### config.mk
export PLATFORM = sky130hd
export DESIGN_NAME = sup_seq_ctrl
export DESIGN_NICKNAME = d
export VERILOG_FILES = /design/src/rtl/sup_seq_pkg.sv /design/src/rtl/sup_seq_tick.sv /design/src/rtl/sup_seq_fsm.sv /design/src/rtl/sup_seq_clkgen.sv /design/src/rtl/sup_seq_ctrl.sv
export SDC_FILE = /design/constraint.sdc
export NUM_CORES = 1
export LEC_CHECK = 0
export ABC_AREA = 1
export CORE_UTILIZATION = 38
export DETAILED_ROUTE_END_ITERATION = 8
export GPL_TIMING_DRIVEN = 0
export MAX_ROUTING_LAYER = met4
export SLEW_MARGIN = 25
export SYNTH_ARGS = -nofsm -noshare
export SYNTH_HDL_FRONTEND = slang
export SYNTH_SLANG_ARGS = --single-unit
### constraint.sdc
create_clock -name clk_i -period 1.8 [get_ports clk_i]
set_input_delay 0.36 -clock clk_i [delete_from_list [all_inputs] [get_ports clk_i]]
set_output_delay 0.36 -clock clk_i [all_outputs]
set_load 0.1 [all_outputs]
### src/rtl/sup_seq_pkg.sv
package sup_seq_pkg;
  typedef enum logic [2:0] {
    ST_OFF,
    ST_PWRUP_WAIT,
    ST_PWRUP_CLK,
    ST_RUN,
    ST_BROWNOUT_SLOW,
    ST_STOPPED
  } seq_state_e;

  typedef enum logic [1:0] {
    CM_OFF,
    CM_NORM,
    CM_SLOW
  } clk_mode_e;
endpackage

### src/rtl/sup_seq_tick.sv
module sup_seq_tick #(
  parameter int unsigned TICK_DIV = 8000
) (
  input  logic clk_i,
  input  logic rst_ni,
  input  logic clr_i,
  output logic tick_o
);
  localparam int unsigned CW = (TICK_DIV > 1) ? $clog2(TICK_DIV) : 1;
  localparam logic [CW-1:0] LAST = CW'(TICK_DIV - 1);

  logic [CW-1:0] cnt_q;

  always_ff @(posedge clk_i or negedge rst_ni) begin
    if (!rst_ni) cnt_q <= '0;
    else if (clr_i || cnt_q == LAST) cnt_q <= '0;
    else cnt_q <= cnt_q + 1'b1;
  end

  assign tick_o = (cnt_q == LAST);
endmodule

### src/rtl/sup_seq_fsm.sv
module sup_seq_fsm
  import sup_seq_pkg::*;
#(
  parameter int unsigned RST_MS      = 12,
  parameter int unsigned CLK_LEAD_MS = 1,
  parameter int unsigned SLOW_MS     = 2
) (
  input  logic       clk_i,
  input  logic       rst_ni,
  input  logic       supply_ok_i,
  input  logic       tick_i,
  output logic       tick_clr_o,
  output seq_state_e state_o,
  output clk_mode_e  clk_req_o,
  output logic       rst_act_o
);
  localparam int unsigned WAIT_MS = RST_MS - CLK_LEAD_MS;
  localparam int unsigned MAX_MS  = (RST_MS > SLOW_MS) ? RST_MS : SLOW_MS;
  localparam int unsigned MW      = $clog2(MAX_MS + 1);
  localparam logic [MW-1:0] WAIT_LAST = MW'(WAIT_MS - 1);
  localparam logic [MW-1:0] RST_LAST  = MW'(RST_MS - 1);
  localparam logic [MW-1:0] SLOW_LAST = MW'(SLOW_MS - 1);

  seq_state_e    state_q, state_d;
  logic [MW-1:0] ms_q;
  logic          restart;

  always_comb begin
    state_d = state_q;
    unique case (state_q)
      ST_OFF:        if (supply_ok_i) state_d = ST_PWRUP_WAIT;
      ST_PWRUP_WAIT: begin
        if (!supply_ok_i) state_d = ST_OFF;
        else if (tick_i && ms_q == WAIT_LAST) state_d = ST_PWRUP_CLK;
      end
      ST_PWRUP_CLK: begin
        if (!supply_ok_i) state_d = ST_BROWNOUT_SLOW;
        else if (tick_i && ms_q == RST_LAST) state_d = ST_RUN;
      end
      ST_RUN:        if (!supply_ok_i) state_d = ST_BROWNOUT_SLOW;
      ST_BROWNOUT_SLOW: begin
        if (supply_ok_i) state_d = ST_PWRUP_WAIT;
        else if (tick_i && ms_q == SLOW_LAST) state_d = ST_STOPPED;
      end
      ST_STOPPED:    if (supply_ok_i) state_d = ST_PWRUP_WAIT;
      default:       state_d = ST_OFF;
    endcase
  end

  // timed phases start from a clean tick boundary
  assign restart = (state_d != state_q) &&
                   (state_d == ST_PWRUP_WAIT || state_d == ST_BROWNOUT_SLOW);

  always_ff @(posedge clk_i or negedge rst_ni) begin
    if (!rst_ni) begin
      state_q <= ST_OFF;
      ms_q    <= '0;
    end else begin
      state_q <= state_d;
      if (restart) ms_q <= '0;
      else if (tick_i) ms_q <= ms_q + 1'b1;
    end
  end

  always_comb begin
    unique case (state_q)
      ST_PWRUP_CLK, ST_RUN: clk_req_o = CM_NORM;
      ST_BROWNOUT_SLOW:     clk_req_o = CM_SLOW;
      default:              clk_req_o = CM_OFF;
    endcase
  end

  assign tick_clr_o = restart;
  assign state_o    = state_q;
  assign rst_act_o  = !supply_ok_i || (state_q != ST_RUN);
endmodule

### src/rtl/sup_seq_clkgen.sv
module sup_seq_clkgen
  import sup_seq_pkg::*;
#(
  parameter int unsigned SLOW_LOG2 = 3
) (
  input  logic      clk_i,
  input  logic      rst_ni,
  input  clk_mode_e req_i,
  output logic      clk_o
);
  localparam int unsigned CW = (SLOW_LOG2 > 0) ? SLOW_LOG2 : 1;

  clk_mode_e     mode_q;
  logic [CW-1:0] cnt_q;
  logic          clk_q;

  always_ff @(posedge clk_i or negedge rst_ni) begin
    if (!rst_ni) begin
      mode_q <= CM_OFF;
      cnt_q  <= '0;
      clk_q  <= 1'b0;
    end else if (!clk_q && mode_q != req_i) begin
      // adopt a new mode only in the low phase
      mode_q <= req_i;
      cnt_q  <= '0;
    end else begin
      unique case (mode_q)
        CM_NORM: clk_q <= ~clk_q;
        CM_SLOW: begin
          cnt_q <= cnt_q + 1'b1;
          if (&cnt_q) clk_q <= ~clk_q;
        end
        default: clk_q <= 1'b0;
      endcase
    end
  end

  assign clk_o = clk_q;
endmodule

### src/rtl/sup_seq_ctrl.sv
module sup_seq_ctrl
  import sup_seq_pkg::*;
#(
  parameter int unsigned TICK_DIV    = 8000,
  parameter int unsigned RST_MS      = 12,
  parameter int unsigned CLK_LEAD_MS = 1,
  parameter int unsigned SLOW_MS     = 2,
  parameter int unsigned SLOW_LOG2   = 3
) (
  input  logic clk_i,
  input  logic rst_ni,
  input  logic supply_ok_i,
  output logic rst_o,
  output logic rst_no,
  output logic clk_o
);
  logic       tick, tick_clr, rst_act;
  seq_state_e state_q;
  clk_mode_e  clk_req;

  sup_seq_tick #(.TICK_DIV(TICK_DIV)) u_tick (
    .clk_i (clk_i),
    .rst_ni(rst_ni),
    .clr_i (tick_clr),
    .tick_o(tick)
  );

  sup_seq_fsm #(
    .RST_MS     (RST_MS),
    .CLK_LEAD_MS(CLK_LEAD_MS),
    .SLOW_MS    (SLOW_MS)
  ) u_fsm (
    .clk_i      (clk_i),
    .rst_ni     (rst_ni),
    .supply_ok_i(supply_ok_i),
    .tick_i     (tick),
    .tick_clr_o (tick_clr),
    .state_o    (state_q),
    .clk_req_o  (clk_req),
    .rst_act_o  (rst_act)
  );

  sup_seq_clkgen #(.SLOW_LOG2(SLOW_LOG2)) u_clkgen (
    .clk_i (clk_i),
    .rst_ni(rst_ni),
    .req_i (clk_req),
    .clk_o (clk_o)
  );

  assign rst_o  = rst_act;
  assign rst_no = ~rst_act;
endmodule

==> results of run 1 <==
cells by family after synthesis:
| logic type | count (synthesis) | synth area share, % |
|---|---|---|
| buf+inv | 28 | 7.58 |
| flops | 26 | 43.8 |
| compound gates | 15 | 5.47 |
| simple gates | 89 | 29.6 |
| xor+xnor | 13 | 7.66 |
| fa+ha+maj | 7 | 5.89 |
state kept, by name, summed over array words and instances (netlist names):
name,flops
u_fsm.ms_q,4
u_clkgen.clk_o,1
u_clkgen.mode_q,2
u_clkgen.cnt_q,3
u_tick.cnt_q,13
u_fsm.state_o,3
what timing repair did:
action,CTS,global route
buffers inserted,5,9
gates cloned,0,1
endpoints found under the setup margin,19,18
pin swaps,2,7
hold buffers,0,0
gates resized for setup,24,13
through the flow:
stage	std cells	setup slack, ps	util (%)	setup TNS (ps)	hold WS, ps
6_report	249	-27.9	50.0	-119	74.3
5_1_grt	249	-164	50.0	-1970	118
4_1_cts	239	-21.9	46.3	-175	99.1
3_5_place_dp	231	-772	43.1	-5540	394
3_3_place_gp	231	-771	43.3	-4780	475
2_1_floorplan	178	22.6	-	0	64.4
layout make-up:
type	instances	area (µm²)
Fill cell	360	1860
Multi-Input combinational cell	124	807
Sequential cell	26	651
Timing Repair Buffer	20	175
Inverter	27	105
Tap cell	48	60.1
Clock buffer	3	41.3
Buffer	1	20.0
report_power, final:
part / internal (mW) / switching (mW) / total (mW)
Clock: 0.150 / 0.177 / 0.327
Combinational: 0.283 / 0.250 / 0.533
Sequential: 0.686 / 0.0982 / 0.784
final timing paths:
check                      depth (start not counted)  slack [ps]                  to
max                                               11         -30     u_tick.cnt_q[5]
min                                                1          70  u_clkgen.mode_q[1]
max reg2reg                                       14         -20     u_tick.cnt_q[5]
min reg2reg                                        2         550   u_clkgen.cnt_q[1]
max in group asynchronous                          1        1340    u_tick.cnt_q[11]
min in group clk_i                                 2         550   u_clkgen.cnt_q[1]
metal layers:
layer	vias up	global-route usage, %	routed length, µm	part of all wire [%]
met5	-	-	0	0
met4	0	3.33	16	0.59
met3	2	3.70	77	2.8
met2	11	24.7	1290	48
met1	544	17.9	1330	49
li1	601	-	-	-
worst register-to-register path, stage by stage (launching register included):
cell	delay [ps]
dfrtp_1	410
inv_2	70
ha_1	140
nand3_1	90
nor2_2	140
nand3_2	100
nand2_2	110
nand3_2	70
nand2_1	60
inv_1	50
nand2_2	70
nand3_4	90
nand2_4	120
clkbuf_16	160
nor2_4	30
synth_stat cells:
master and instances:
nand2_1 33, dfrtp_1 26, inv_1 25, nor2_1 22, nor2_2 10, nand3_1 8
o21ai_0 8, xor2_1 8, ha_1 7, a21oi_1 5, nand2_2 5, xnor2_1 5
inv_2 2, nand3_2 2, nand4_1 2, nor2_4 2, nor3_1 2, a31o_2 1
buf_6 1, nand2_4 1, nand3_4 1, nor4_1 1, o21bai_1 1
==> metrics.txt, run 1 <==
syn_nets 188; First DRT Iteration DRCs 55; buffers and inverters on the worst path 3; worst vdd ir 0.000687 V; DRT Pass-1 Iters 4; HP Class primary input to async pin; RSZ-0062 raised after global routing yes; data arrival time of the critical path 1980 ps; DIE HEIGHT 64.5 µm; P_leak 0.850 nW; most common cell after layout, fill and taps aside nand2_1; post-synth top area cell dfrtp_1; H-Tree Depth 1; Rel. slew slack 61.7%; crit share post-route 102%; total global-route track usage 14.8%; Crit Path Class primary input to flip-flop; HPWL after DPL 1770 µm; number of cell rows 22; Yosys reg bits 26; Mean Syn Cell Area 8.35 µm²; status finished with violations; Mapped Area 1490 µm²; Setup Skew 5.83 ps; max frequency 547 MHz; area share of the largest cell type after synthesis 43.8%; critical path peak fanout 5; RR Startpoint u_fsm.ms_q[0]; Critical Path RT 1950 ps; worst slew pin tran 575 ps; Syn. warnings 0; DR DRC count 0; CP startpoint kind primary input; CTS sink cnt 26; clk slew on worst S/H paths 90 ps; delay-heaviest family, CP buffers and inverters; commonest cells after routing, fill and taps aside nand2_1 (29), dfrtp_1 (26), inv_1 (22); Post-Synthesis Cells 178; slowest CP cell clkdlybuf4s50_1; Hold Violations, Final 0; Core ar. 3720 µm²; DR vias 1158; ant diodes 0; Total Power 1.64 mW; Final WS setup -27.9 ps; top post-synthesis cells by area dfrtp_1 (44%), nand2_1 (8.3%), inv_1 (6.3%), ha_1 (5.9%), nor2_1 (5.6%); vias in the first global route 1087; total CTS buffers 3; first-pass GRT wire length 4660 µm; post-layout minimum cycle time 1830 ps; Layout Area Growth over Synthesis 25.1%; RD Place Congestion 0.760; clock root buffer clkbuf_8; CP startpoint supply_ok_i; pwr/cell area 884 nW/µm²; initial antenna violation count 0; Worst-Skew Late Latency 270 ps; maxcap violations 0; Final Cell Area 1860 µm²; register area share after synthesis 43.8%; grt ovf 0; CP Capture Type flip-flop; Largest stage delay, worst path 590 ps; fraction of layout cells with a size suffix above 1 30.8%; vias per cell 4.65; Clock Path Buffers 2; PortBufs 5; I/O pin cnt 6; Die Wd 64.5 µm; Area after DPL 1600 µm²; Routed Antenna Nets 0; ordered list of cells on the worst path clkdlybuf4s50_1 > inv_1 > nor2_1 > nand2_2 > nand2_4 > nand3_1 > nand2_2 > nand3_4 > nand2_4 > clkbuf_16 > nor2_4; endpoints failing setup 5; Starting Density 40.0%; Netlist cell types 23; failing checks negative setup slack; Final Max Slew Viols 0; CTS tree built; DR WL/cell 10.9 µm; largest net degree at the start of global routing 27; NumNets Final 213; die area 4170 µm²; Detailed Route WL 2710 µm
Power figures use the tool's default switching activity.
==> inputs of run 2 (changes only) <==
Settings changed: CORE_ASPECT_RATIO set to 1.1, SETUP_SLACK_MARGIN set to 0.05, SKIP_LAST_GASP set to 1.
==> run 2 against run 1 <==
  * The run now ends clean
  * Flip-flop and latch count did not move
  * Count of clock-buffer cells in the layout up 1
  * Clock skew decreased by 0.97 ps
  * Highest routed layer unchanged
  * Clock power is 16% higher
  * Die area is essentially flat
  * Worst hold slack better by 3.5 ps
  * Final cell count is 1.2% higher
  * Sequential share of layout area shrank 0.35 points
  * Critical path depth increased by 2
==> metrics.txt, run 2 (synthesis gave the netlist of run 1 again) <==
flop2flop setup slack 40 ps; Hold Violations, Final 0; worst hold margin 77.8 ps; ant diodes 0; CP startpoint kind flip-flop; Final WS setup 43.1 ps; H-Tree Depth 1; Routed Antenna Nets 0; vias per cell 4.63; final std cells w/o fill 252; fraction of layout cells with a size suffix above 1 31.7%; Die Wd 61.6 µm; post-layout minimum cycle time 1760 ps; I/O pin cnt 6; initial antenna violation count 0; vias in the first global route 1161; Layout Area Growth over Synthesis 26.3%; PortBufs 5; Clk pwr share 22.2%; maxcap violations 0; Clock Path Buffers 2; worst slew pin tran 594 ps; RR Startpoint u_tick.cnt_q[0]; DR WL/cell 11.2 µm; Detailed Route WL 2830 µm; Comb power frac 31.6%; pwr/cell area 907 nW/µm²; number of cell rows 23; CTS tree built; status finished, final reports clean; Critical Path RT 1970 ps; Final Cell Area 1880 µm²; grt ovf 0; most common cell after layout, fill and taps aside nand2_1; Int Pwr 1.17 mW; max frequency 569 MHz; DR vias 1166; fraction of power consumed by sequential logic 46.2%; CTS sink cnt 26; CP Capture Type flip-flop; number of placed instances, taps included 233; clk slew on worst S/H paths 90 ps; worst r2r path cells 13; DRT Pass-1 Iters 4; HPWL after DPL 1910 µm; total global-route track usage 16.0%; Worst-Skew Late Latency 270 ps; clock root buffer clkbuf_8; largest net degree at the start of global routing 27; worst vdd ir 0.000688 V; Largest stage delay, worst path 410 ps; Psw 0.534 mW; Area after DPL 1610 µm²; switching portion of total power 31.4%; critical path peak fanout 5; DR DRC count 0; Biggest register u_tick.cnt_q; NumNets Final 213; slowest CP cell dfrtp_1; Setup Skew 4.86 ps; HP Class primary input to async pin; First DRT Iteration DRCs 44; Reg-to-Reg End u_tick.cnt_q[10]; die area 4170 µm²; RD Place Congestion 0.771; pre-CTS worst setup slack -769 ps; CP dominant cell by count nand2_2; DIE HEIGHT 67.6 µm; ordered list of cells on the worst path ha_4 > nand3_4 > nor2_4 > nand3_4 > nand2_2 > nand2_2 > nand2_2 > nand3_1 > nand2_2 > nand3_4 > nand2_4 > clkbuf_16 > nor2_2; Core ar. 3680 µm²; endpoints failing setup 0; total CTS buffers 3; P_leak 0.864 nW; Rel. slew slack 60.4%; Final Max Slew Viols 0; commonest cells after routing, fill and taps aside nand2_1 (28), dfrtp_1 (26), inv_1 (22); fin util 51.0%; Crit Path Class flip-flop to flip-flop; RSZ-0062 raised after global routing yes; data arrival time of the critical path 1920 ps; Starting Density 40.4%; max reg flops 13; biggest regs u_tick.cnt_q (13), u_fsm.ms_q (4); first-pass GRT wire length 4770 µm; crit share post-route 97.6%
run 2: cell count changes in the layout (fill, tap and decap cells not counted), sizes merged:
cell and delta:
clkbuf +1, dlymetal6s2s +1, clkdlybuf4s50 -1
run 2: worst max-delay path: cells and delay by family, from the launching register on:
kind                     cells  cell delay, ps
flip-flops                   1             410
buffers and inverters        1             160
AND/OR/NAND/NOR             11             930
adder cells (fa/ha/maj)      1             170
run 2: worst max-delay path by stage:
stage                     start          endpoint  slack (ps)  cells after the start
2_1_floorplan   u_tick.cnt_q[0]   u_tick.cnt_q[5]          80                     13
3_3_place_gp        supply_ok_i            rst_no        -760                      4
3_5_place_dp        supply_ok_i            rst_no        -770                      4
4_1_cts        u_fsm.state_o[1]            rst_no         -20                      5
5_1_grt           u_fsm.ms_q[0]   u_tick.cnt_q[7]        -100                     14
6_report        u_tick.cnt_q[0]  u_tick.cnt_q[10]          40                     13
run 2: what timing repair did:
item,in CTS,in global routing
pin swaps,5,9
hold buffers,0,0
endpoints found under the setup margin,20,19
resized for setup,28,10
buffers inserted,6,8
cloned,0,1
run 2: area by class of cell:
| class | instances | area, µm² |
|---|---|---|
| fillers | 369 | 1810 |
| inverters | 27 | 105 |
| repair buffers | 20 | 185 |
| well taps | 50 | 62.6 |
| clock buffers | 4 | 55.1 |
| flip-flops and latches | 26 | 651 |
| plain buffers | 1 | 20.0 |
| multi-input cells | 124 | 800 |
run 2: layer usage:
layer,vias up,share of wire [%],track usage (%)
li1,598,-,-
met1,555,45,19.6
met2,8,51,25.7
met3,5,1.3,2.30
met4,0,2.1,7.50
met5,-,0,-
run 2: metrics by stage:
stage / power, mW / setup TNS, ps
5_1_grt: 1.83 / -1090
3_3_place_gp: 1.12 / -4840
6_report: 1.70 / 0
2_1_floorplan: 1.06 / 0
3_5_place_dp: 1.15 / -5410
4_1_cts: 1.64 / -28.5
run 2: power groups by stage:
stage	Combinational [mW]	Sequential, mW	Clock (mW)
3_3_place_gp	0.343	0.779	0
6_report	0.537	0.787	0.378
3_5_place_dp	0.363	0.791	0
4_1_cts	0.461	0.788	0.393
2_1_floorplan	0.286	0.777	0
5_1_grt	0.613	0.798	0.415
==> inputs of run 3 (changes only) <==
Settings changed: SKIP_CTS_REPAIR_TIMING set to 1.
==> run 3 against run 2 <==
  * The flow now finishes with violations (negative setup slack)
  * Clock power down 1%
  * Sequential power up 1%
  * Utilization up 2.0 points
  * Design area up 3.9%
  * Non-clock buffer count up 4
  * Maximum frequency down 4.7%
  * Wire length up 3.3%
  * Clock skew about the same
  * Register-to-register slack worse by 90 ps
  * Via count up 2.3%
  * Die area unchanged
  * Worst hold slack better by 4.2 ps
  * Largest cell class unchanged
  * Largest power group unchanged
  * Highest routed layer unchanged
==> metrics.txt, run 3 (synthesis gave the netlist of run 1 again) <==
P_leak 0.879 nW; pwr/cell area 877 nW/µm²; delay-heaviest family, CP simple AND/OR/NAND/NOR gates; NumNets Final 217; worst slew pin tran 593 ps; vias per cell 4.66; Detailed Route WL 2920 µm; number of placed instances, taps included 233; clock root buffer clkbuf_8; maxcap violations 0; FF+latch area 652 µm²; Total Power 1.71 mW; fin util 53.0%; total CTS buffers 3; Hold Violations, Final 0; Die Wd 61.6 µm; GRT met3 Usage 2.30%; slowest CP cell dfrtp_1; failing checks negative setup slack; RSZ-0062 raised after global routing yes; critical path peak fanout 5; Largest stage delay, worst path 410 ps; CTS sink cnt 26; Rel. slew slack 60.5%; Clock Path Buffers 2; DIE HEIGHT 67.6 µm; total global-route track usage 15.2%; status finished with violations; PortBufs 5; Final WS setup -43.3 ps; vias in the first global route 1115; die area 4170 µm²; I/O pin cnt 6; largest net degree at the start of global routing 27; ant diodes 0; area taken by multi-input logic gates 858 µm²; worst vdd ir 0.000699 V; Final Max Slew Viols 0; DR vias 1193; Routed Antenna Nets 0; number of cell rows 23; max reg flops 13; number of fill cells 364; Starting Density 40.4%; first-pass GRT wire length 4540 µm; RD Place Congestion 0.771; initial antenna violation count 0; DR WL/cell 11.4 µm; CP startpoint kind flip-flop; ordered list of cells on the worst path ha_4 > nand3_4 > nor2_4 > nand3_2 > nand2_4 > nand3_2 > nand2_1 > inv_1 > nand2_2 > nand3_4 > nand2_4 > clkbuf_16 > nor2_2; max frequency 543 MHz; H-Tree Depth 1; Biggest register u_tick.cnt_q; M2 GR Usage 24.3%; biggest regs u_tick.cnt_q (13), u_fsm.ms_q (4); data arrival time of the critical path 2010 ps; most common cell after layout, fill and taps aside nand2_1; post-route setup TNS -257 ps; Crit Path Class flip-flop to flip-flop; GR Util met1 18.9%; DRT Pass-1 Iters 4; post-layout minimum cycle time 1840 ps; Worst-Skew Late Latency 270 ps; commonest cells after routing, fill and taps aside nand2_1 (28), dfrtp_1 (25), inv_1 (20); HPWL after DPL 1910 µm; Most Crowded Layer GR met2; grt ovf 0; Layout Area Growth over Synthesis 31.2%; fraction of layout cells with a size suffix above 1 37.4%; HP Class primary input to async pin; Setup Skew 5.28 ps; clk slew on worst S/H paths 90 ps; crit share post-route 102%; CP Capture Type flip-flop; First DRT Iteration DRCs 44; endpoints failing setup 12; Core ar. 3680 µm²; DR DRC count 0; final std cells w/o fill 256; CTS tree built; Critical Path RT 1960 ps; buffers and inverters on the worst path 2
## run 3: cell types whose count changed in the layout (fill, tap and decap cells not counted), sizes merged
cell / change
clkdlybuf4s50: +1
clkbuf: +2
clkdlybuf4s15: -1
buf: +3
dlymetal6s2s: -1
## run 3: final timing paths
| check | end | depth (start not counted) | start | slack [ps] |
|---|---|---|---|---|
| max in group asynchronous | u_tick.cnt_q[1] | 1 | rst_ni | 1290 |
| setup / recovery | u_tick.cnt_q[11] | 13 | u_tick.cnt_q[0] | -40 |
| hold / removal | u_clkgen.mode_q[0] | 1 | rst_ni | 80 |
| hold reg to reg | u_clkgen.cnt_q[2] | 2 | u_clkgen.cnt_q[2] | 550 |
| setup reg to reg | u_tick.cnt_q[11] | 13 | u_tick.cnt_q[0] | -40 |
| min in group clk_i | u_clkgen.cnt_q[2] | 2 | u_clkgen.cnt_q[2] | 550 |
## run 3: report_power, final
group | switching (mW) | internal [mW] | leakage [nW]
logic | 0.248 | 0.289 | 0.502
registers | 0.110 | 0.688 | 0.348
clock network | 0.179 | 0.196 | 0.0288
## run 3: worst reg2reg max path, delay by kind of cell (launching register included)
family                     cells  cell delay (ps)
buffers and inverters          2              210
and+or+nand+nor               10              940
adders and majority gates      1              170
DFF                            1              410
## run 3: per-stage QoR
| step | area (µm²) | hold WS [ps] | setup slack (ps) |
|---|---|---|---|
| after floorplan | 1500 | 64.4 | 80.3 |
| after global placement | 1620 | 471 | -762 |
| after detailed placement | 1610 | 406 | -769 |
| after CTS | 1670 | 103 | -861 |
| after global routing | 1950 | 123 | -163 |
| final | 1950 | 82.0 | -43.3 |
## run 3: routing by layer
layer / vias to the layer above / share of wire [%]
li1: 604 / -
met1: 568 / 45
met2: 16 / 52
met3: 5 / 1.6
met4: 0 / 1.6
met5: - / 0
## run 3: cell type report
cell class	count	area share, %
tap	50	3.21
sequential	26	33.4
buffer	1	1.03
clock buffer	4	2.82
multi-input combinational	124	44.0
timing repair buffer	24	10.0
inverter	27	5.52
